File: src/rtl/dma_regif_pkg.sv
package dma_regif_pkg;

    localparam int NUM_CH = 4;
    localparam int REG_W  = 16;

    localparam logic [3:0] OFF_CMD     = 4'h8;
    localparam logic [3:0] OFF_REQ     = 4'h9;
    localparam logic [3:0] OFF_MASK1   = 4'hA;
    localparam logic [3:0] OFF_MODE    = 4'hB;
    localparam logic [3:0] OFF_PTRCLR  = 4'hC;
    localparam logic [3:0] OFF_MCLR    = 4'hD;
    localparam logic [3:0] OFF_MASKCLR = 4'hE;
    localparam logic [3:0] OFF_MASKALL = 4'hF;

    // Mode byte bits 7:2; bits 1:0 of the written byte select the channel.
    typedef struct packed {
        logic [1:0] xfer_mode;
        logic       addr_dec;
        logic       autoinit;
        logic [1:0] xfer_type;
    } chan_mode_t;

    localparam int MODE_W = $bits(chan_mode_t);

    function automatic logic is_chan_port(input logic [3:0] off);
        return ~off[3];
    endfunction

    function automatic logic [7:0] pick_byte(input logic [REG_W-1:0] v, input logic hi);
        return hi ? v[15:8] : v[7:0];
    endfunction

endpackage

File: src/rtl/dma_regif_ptr.sv
module dma_regif_ptr (
    input  logic clk,
    input  logic rst,
    input  logic clr,
    input  logic toggle,
    output logic hi
);
    always_ff @(posedge clk) begin
        if (rst || clr) hi <= 1'b0;
        else if (toggle) hi <= ~hi;
    end

    assert_ptr_clear_R3: assert property (@(posedge clk) disable iff (rst)
        clr |=> !hi);
    assert_ptr_toggle_R3: assert property (@(posedge clk) disable iff (rst)
        (toggle && !clr) |=> (hi != $past(hi)));
endmodule

File: src/rtl/dma_regif_chan.sv
module dma_regif_chan
    import dma_regif_pkg::*;
(
    input  logic             clk,
    input  logic             rst,
    input  logic             wr_addr,
    input  logic             wr_cnt,
    input  logic             hi,
    input  logic [7:0]       wdata,
    input  logic             mode_we,
    input  chan_mode_t       mode_in,
    input  logic             step,
    output logic [REG_W-1:0] cur_addr,
    output logic [REG_W-1:0] cur_cnt,
    output logic             tc,
    output chan_mode_t       mode
);
    logic [REG_W-1:0] base_addr, base_cnt;

    assign tc = step && (cur_cnt == '0);

    always_ff @(posedge clk) begin
        if (rst) begin
            base_addr <= '0;
            cur_addr  <= '0;
            base_cnt  <= '0;
            cur_cnt   <= '0;
            mode      <= '0;
        end else begin
            if (mode_we) mode <= mode_in;
            if (wr_addr) begin
                if (hi) begin
                    base_addr[15:8] <= wdata;
                    cur_addr[15:8]  <= wdata;
                end else begin
                    base_addr[7:0] <= wdata;
                    cur_addr[7:0]  <= wdata;
                end
            end else if (step) begin
                if (tc && mode.autoinit) cur_addr <= base_addr;
                else if (mode.addr_dec)  cur_addr <= cur_addr - 1'b1;
                else                     cur_addr <= cur_addr + 1'b1;
            end
            if (wr_cnt) begin
                if (hi) begin
                    base_cnt[15:8] <= wdata;
                    cur_cnt[15:8]  <= wdata;
                end else begin
                    base_cnt[7:0] <= wdata;
                    cur_cnt[7:0]  <= wdata;
                end
            end else if (step) begin
                if (tc && mode.autoinit) cur_cnt <= base_cnt;
                else                     cur_cnt <= cur_cnt - 1'b1;
            end
        end
    end

    assert_autoinit_reload_R8: assert property (@(posedge clk) disable iff (rst)
        (step && cur_cnt == '0 && mode.autoinit && !wr_cnt && !mode_we)
        |=> cur_cnt == $past(base_cnt));
    assert_idle_hold_R11: assert property (@(posedge clk) disable iff (rst)
        (!step && !wr_addr && !wr_cnt) |=> ($stable(cur_addr) && $stable(cur_cnt)));
endmodule

File: src/rtl/dma_regif.sv
module dma_regif
    import dma_regif_pkg::*;
#(
    parameter bit WORD_SPACED = 1'b0,
    localparam int AW = WORD_SPACED ? 5 : 4
) (
    input  logic                     clk,
    input  logic                     rst,
    input  logic                     cs,
    input  logic                     wr_en,
    input  logic                     rd_en,
    input  logic [AW-1:0]            addr,
    input  logic [7:0]               wdata,
    output logic [7:0]               rdata,
    input  logic                     step_valid,
    input  logic [1:0]               step_ch,
    output logic [NUM_CH-1:0]        mask_o,
    output logic [NUM_CH-1:0]        tc_o,
    output logic [7:0]               cmd_o,
    output logic [NUM_CH*MODE_W-1:0] chan_mode_o
);
    logic [3:0] off;
    logic       hit;

    generate
        if (WORD_SPACED) begin : g_word
            assign off = addr[4:1];
            assign hit = cs & ~addr[0];
        end else begin : g_byte
            assign off = addr[3:0];
            assign hit = cs;
        end
    endgenerate

    logic wr_s, rd_s, chan_acc, mclr, ptr_hi;
    logic [1:0] sel_ch;
    assign wr_s     = hit && wr_en;
    assign rd_s     = hit && rd_en && !wr_en;
    assign chan_acc = is_chan_port(off) && (wr_s || rd_s);
    assign sel_ch   = off[2:1];
    assign mclr     = wr_s && (off == OFF_MCLR);

    dma_regif_ptr u_ptr (
        .clk    (clk),
        .rst    (rst),
        .clr    (mclr || (wr_s && off == OFF_PTRCLR)),
        .toggle (chan_acc),
        .hi     (ptr_hi)
    );

    logic [NUM_CH-1:0] mask_q, req_q, tcs_q, step_en;
    logic [7:0]        cmd_q;
    logic [REG_W-1:0]  cur_a [NUM_CH];
    logic [REG_W-1:0]  cur_c [NUM_CH];
    chan_mode_t        mode_q [NUM_CH];
    logic [NUM_CH-1:0] auto_v;

    genvar i;
    generate
        for (i = 0; i < NUM_CH; i++) begin : g_ch
            assign step_en[i] = step_valid && (step_ch == i) && !mask_q[i] && !cmd_q[2];
            dma_regif_chan u_chan (
                .clk      (clk),
                .rst      (rst),
                .wr_addr  (wr_s && is_chan_port(off) && sel_ch == i && !off[0]),
                .wr_cnt   (wr_s && is_chan_port(off) && sel_ch == i && off[0]),
                .hi       (ptr_hi),
                .wdata    (wdata),
                .mode_we  (wr_s && off == OFF_MODE && wdata[1:0] == i),
                .mode_in  (chan_mode_t'(wdata[7:2])),
                .step     (step_en[i]),
                .cur_addr (cur_a[i]),
                .cur_cnt  (cur_c[i]),
                .tc       (tc_o[i]),
                .mode     (mode_q[i])
            );
            assign auto_v[i] = mode_q[i].autoinit;
            assign chan_mode_o[i*MODE_W +: MODE_W] = mode_q[i];
        end
    endgenerate

    always_ff @(posedge clk) begin
        if (rst || mclr) begin
            mask_q <= '1;
            req_q  <= '0;
            tcs_q  <= '0;
            cmd_q  <= '0;
        end else begin
            if (wr_s && off == OFF_CMD) cmd_q <= wdata;

            if (wr_s && off == OFF_MASK1)
                mask_q <= (mask_q & ~(4'b1 << wdata[1:0])) | ({3'b0, wdata[2]} << wdata[1:0])
                          | (tc_o & ~auto_v);
            else if (wr_s && off == OFF_MASKCLR)
                mask_q <= tc_o & ~auto_v;
            else if (wr_s && off == OFF_MASKALL)
                mask_q <= wdata[3:0] | (tc_o & ~auto_v);
            else
                mask_q <= mask_q | (tc_o & ~auto_v);

            if (wr_s && off == OFF_REQ)
                req_q <= ((req_q & ~(4'b1 << wdata[1:0])) | ({3'b0, wdata[2]} << wdata[1:0])) & ~tc_o;
            else
                req_q <= req_q & ~tc_o;

            tcs_q <= ((rd_s && off == OFF_CMD) ? '0 : tcs_q) | tc_o;
        end
    end

    always_comb begin
        rdata = 8'h00;
        if (rd_s) begin
            if (is_chan_port(off))
                rdata = pick_byte(off[0] ? cur_c[sel_ch] : cur_a[sel_ch], ptr_hi);
            else if (off == OFF_CMD)
                rdata = {req_q, tcs_q};
        end
    end

    assign mask_o = mask_q;
    assign cmd_o  = cmd_q;

    assert_mclr_R6: assert property (@(posedge clk) disable iff (rst)
        mclr |=> (mask_o == 4'hF && req_q == '0 && cmd_o == 8'h00));
    assert_status_clear_R9: assert property (@(posedge clk) disable iff (rst)
        (rd_s && off == OFF_CMD && tc_o == '0) |=> tcs_q == '0);
    assert_masked_no_tc_R11: assert property (@(posedge clk) disable iff (rst)
        (mask_o == 4'hF) |-> (tc_o == '0));
    assert_one_tc_R8: assert property (@(posedge clk) disable iff (rst)
        $onehot0(tc_o));
endmodule

File: config.mk
export PLATFORM = sky130hd
export DESIGN_NAME = dma_regif
export DESIGN_NICKNAME = d
export VERILOG_FILES = /design/src/rtl/dma_regif_pkg.sv /design/src/rtl/dma_regif_ptr.sv /design/src/rtl/dma_regif_chan.sv /design/src/rtl/dma_regif.sv
export SDC_FILE = /design/constraint.sdc
export NUM_CORES = 1
export LEC_CHECK = 0
export ABC_AREA = 1
export BUFFER_PORTS_ARGS = -buffer_cell sky130_fd_sc_hd__buf_2
export CAP_MARGIN = 25
export CORE_ASPECT_RATIO = 2
export CORE_UTILIZATION = 40
export DETAILED_ROUTE_END_ITERATION = 7
export GPL_TIMING_DRIVEN = 0
export MAX_ROUTING_LAYER = met4
export PLACE_DENSITY_LB_ADDON = 0.15
export SYNTH_ARGS = -nofsm -noshare
export SYNTH_HDL_FRONTEND = slang
export SYNTH_HIERARCHICAL = 1
export SYNTH_SLANG_ARGS = --single-unit
File: constraint.sdc
create_clock -name clk -period 2.7 [get_ports clk]
set_input_delay 0.135 -clock clk [delete_from_list [all_inputs] [get_ports clk]]
set_output_delay 0.135 -clock clk [all_outputs]
set_load 0.01 [all_outputs]
==> impl_results.md <==
* Status: complete, no violations
* Worst R2R Path Depth at 10
* # IOs at 68
* Area Overhead vs Synth at 11.6%
* Die ar. at ~0.051 mm^2
* Initial antenna violation count at 0
* Share of post-route cells with drive strength above 1 at roughly 8.8%
* DRT antenna net count at 0
* Core Util, Final at between 40 and 50%
* CTS tree: done
* Setup-failing EPs final at 0
* Crit-path max cell delay at approximately 0.33 ns
* Stages on worst setup path at 6
* Vias per cell at 5.52
* CTS Buf Count at 29
* Unrepaired setup endpoints after global routing: no
* Critical path cell sequence: or2_2, nor4_2, buf_4, nand3_1, nor3_4, buf_2
* Max Clk Rate at approximately 370 MHz
* Total core area at just under 0.05 mm^2
* GRT Total Usage at 32.2%
* Crit path time final at between 2 and 3 ns
* Initial core utilization at about 41%
* Setup TNS at 0 ns
* Critical Path Sink Type: output port
* Worst Hold Class: in -> reg
* Tightest Pin Transition at 1.06 ns
* Drt wl/cell at approximately 20 um
* Max VDD drop at ~0.33 mV
* Final WS setup at between 0.02 and 0.03 ns
* Fin crit share at between 90% and 100%
* DRC viols at 0
* Drt pass-1 iters at 6
* Post-Place Worst Slack at -0.216 ns
* Slew Limit Fails at 0
* Synth Register Bits at roughly 300
* Syn Area/Cell at around 6.2 um^2
* Fin nets at between 3k and 4k
* Max-cap violation count at 0
* Register area share after synthesis at 30.3%
* Slowest cell on crit path: nor4_2
* Distinct cell type count after synthesis at 38
* CP Launch Type: register
* Final cell count without fillers at approximately 4k
* Syn Nets at ~3.3k
* Hold WS at between 0.06 and 0.07 ns
* Vias in the first global route at ~21k
* PwrDens at roughly 430 mW/mm^2
* Synthesized cell area at ~0.02 mm^2
* CP Data Required Time at ~2.6 ns
* Fin. Hold Viols at 0
* First-pass GRT wire length at 121000 um
* Clock slew at reported path FFs at 0.06 ns
* Leak at between 10 and 15 nW
* WL final at 80900 um
* Port Buffers at between 60 and 70
* Crit path max-delay family: simple AND/OR/NAND/NOR gates
* Htree depth at 1
* First DRT Iteration DRCs at 1505
* Die X-Extent at between 150 and 200 um
* Die height at 317 um
* Fin Clk Skew at roughly 0.0090 ns
* WP buf/inv at 2
* Vias at between 20k and 25k
* Max clock buf depth at 3
* Largest net degree at the start of global routing at 34
* Worst Path Max Fanout at 4
* HPWL after DPL at roughly 63000 um
* FP Rows at roughly 120
* Dpl cells at approximately 3.9k
* Power Total at ~9.6 mW
* Crit Path Class: reg -> out
* Overflow left after global routing at 0
* Dpl cell area at between 0.02 and 0.025 mm^2
* Relative slew slack at slightly below 30%
* Yosys warns at 6
* Latest clock arrival within the worst-skew pair at approximately 0.6 ns
* Clock sink count at between 300 and 400
* GPL Wtd Cong at about 1.0
* Worst hold stages at 3
* Clock root buffer: clkbuf_16
* CP arrival at 2.54 ns
* Post-Syn Instances at 3215
* Post-route cell area at ~0.022 mm^2
[layout by cell type, fill, tap and decap left out, types with 4 or more instances in the layout]
| cell | count |
|---|---|
| inv_1 | 275 |
| o21ai_0 | 361 |
| nand3_4 | 4 |
| nand2_1 | 943 |
| dfxtp_1 | 300 |
| nand3b_1 | 9 |
| or2_2 | 10 |
| xnor2_1 | 15 |
| nor2_1 | 375 |
| clkbuf_16 | 29 |
| nand3_1 | 221 |
| fa_1 | 4 |
| buf_12 | 6 |
| dlygate4sd3_1 | 5 |
| buf_6 | 21 |
| inv_2 | 22 |
| nand4_1 | 26 |
| o211ai_1 | 36 |
| buf_4 | 14 |
| a21oi_2 | 11 |
| o21ai_1 | 34 |
| o211ai_2 | 26 |
| a21oi_1 | 269 |
| and3_1 | 4 |
| clkbuf_8 | 4 |
| xor2_1 | 12 |
| nor2_2 | 23 |
| nor2_4 | 13 |
| nor3_1 | 22 |
| ha_1 | 64 |
| nand2_2 | 6 |
| buf_2 | 86 |
| clkbuf_1 | 72 |
[worst paths after layout]
check / startpoint / end / slack, ns
hold / removal: wdata[4] / g_ch[3].u_chan/base_addr[4]$_SDFFE_PP0P_ / 0.07
hold reg to reg: g_ch[1].u_chan/base_cnt[12]$_SDFFE_PP0P_ / g_ch[1].u_chan/base_cnt[12]$_SDFFE_PP0P_ / 0.46
setup / recovery: cmd_o[2]$_SDFFE_PP0P_ / tc_o[2] / 0.03
setup reg to reg: cmd_o[2]$_SDFFE_PP0P_ / g_ch[2].u_chan/cur_addr[3]$_SDFFE_PP0P_ / 0.21
[cell type report]
type | instances | area (um^2)
Fill cell | 5327 | 26900
Multi-Input combinational cell | 2498 | 12100
Sequential cell | 301 | 6030
Inverter | 299 | 1120
Clock buffer | 40 | 807
Tap cell | 643 | 805
Buffer | 117 | 666
Timing Repair Buffer | 83 | 548
Clock inverter | 8 | 76.3
Antenna cell | 1 | 2.50
[worst reg2reg max path, delay by kind of cell (launching register included)]
| family | cells | cell delay [ns] |
|---|---|---|
| AND/OR/NAND/NOR | 5 | 1.17 |
| flip-flops | 1 | 0.32 |
| AO/OA/AOI/OAI | 2 | 0.25 |
| buffers and inverters | 3 | 0.63 |
[registers in the layout (all words and copies together), names as in the netlist]
name	count
u_ptr/hi	1
g_ch.u_chan/base_addr	64
req_q	4
tcs_q	4
g_ch.u_chan/cur_addr	64
g_ch.u_chan/base_cnt	64
g_ch.u_chan/cur_cnt	64
cmd_o	8
mask_o	4
g_ch.u_chan/mode	24
[synth_stat cells]
library cell / count / area share, %
a211oi_1: 1 / 0.038
a21oi_1: 269 / 6.8
a21oi_2: 11 / 0.48
and2_1: 1 / 0.031
and3_1: 4 / 0.13
buf_2: 21 / 0.53
buf_4: 7 / 0.26
buf_6: 21 / 1.2
buf_8: 1 / 0.075
clkbuf_1: 66 / 1.2
clkbuf_4: 1 / 0.038
clkinv_1: 1 / 0.019
dfxtp_1: 301 / 30
fa_1: 4 / 0.40
ha_1: 64 / 4.0
inv_1: 275 / 5.2
inv_2: 22 / 0.42
inv_4: 1 / 0.031
nand2_1: 943 / 18
nand2_2: 6 / 0.19
nand3_1: 221 / 5.6
nand3_4: 4 / 0.35
nand3b_1: 9 / 0.34
nand4_1: 26 / 0.82
nor2_1: 378 / 7.1
nor2_2: 22 / 0.69
nor2_4: 11 / 0.62
nor3_1: 26 / 0.65
nor4_1: 2 / 0.063
nor4_4: 1 / 0.11
o211ai_1: 36 / 1.4
o211ai_2: 26 / 1.6
o21ai_0: 361 / 9.1
o21ai_1: 34 / 0.86
o21ai_2: 1 / 0.044
or2_2: 10 / 0.31
xnor2_1: 15 / 0.66
xor2_1: 12 / 0.53
[metal layers]
metal	vias to the layer above	global-route usage, %	wire length [um]
met2	788	61.2	42800
met5	-	-	0
li1	10762	-	-
met1	10167	30.6	28700
met4	0	21.8	5740
met3	295	2.70	3720
[timing repair]
item	4_1_cts	5_1_grt
resized for setup	6	7
endpoints found under the setup margin	12	30
buffers inserted	0	4
hold buffers	5	0
hold endpoints to repair	9	0
[kinds of logic (layout without fill, tap and decap cells)]
group,count (synthesis),in the layout,share of synthesized area (%)
simple gates,1664,1664,34.8
compound gates,739,739,20.3
buf+inv,416,547,9.00
flops,301,301,30.3
fa+ha+maj,68,68,4.43
xor+xnor,27,27,1.19
other cells,0,1,0
[power by group]
| part | total, mW | internal (mW) | leakage [nW] | switching [mW] |
|---|---|---|---|---|
| registers | 4.53 | 4.48 | 2.43 | 0.0565 |
| clock network | 4.04 | 2.17 | 0.425 | 1.87 |
| logic | 1.03 | 0.320 | 7.63 | 0.706 |
| total | 9.60 | 6.97 | 10.5 | 2.63 |
(Power assumes the default switching activity.)
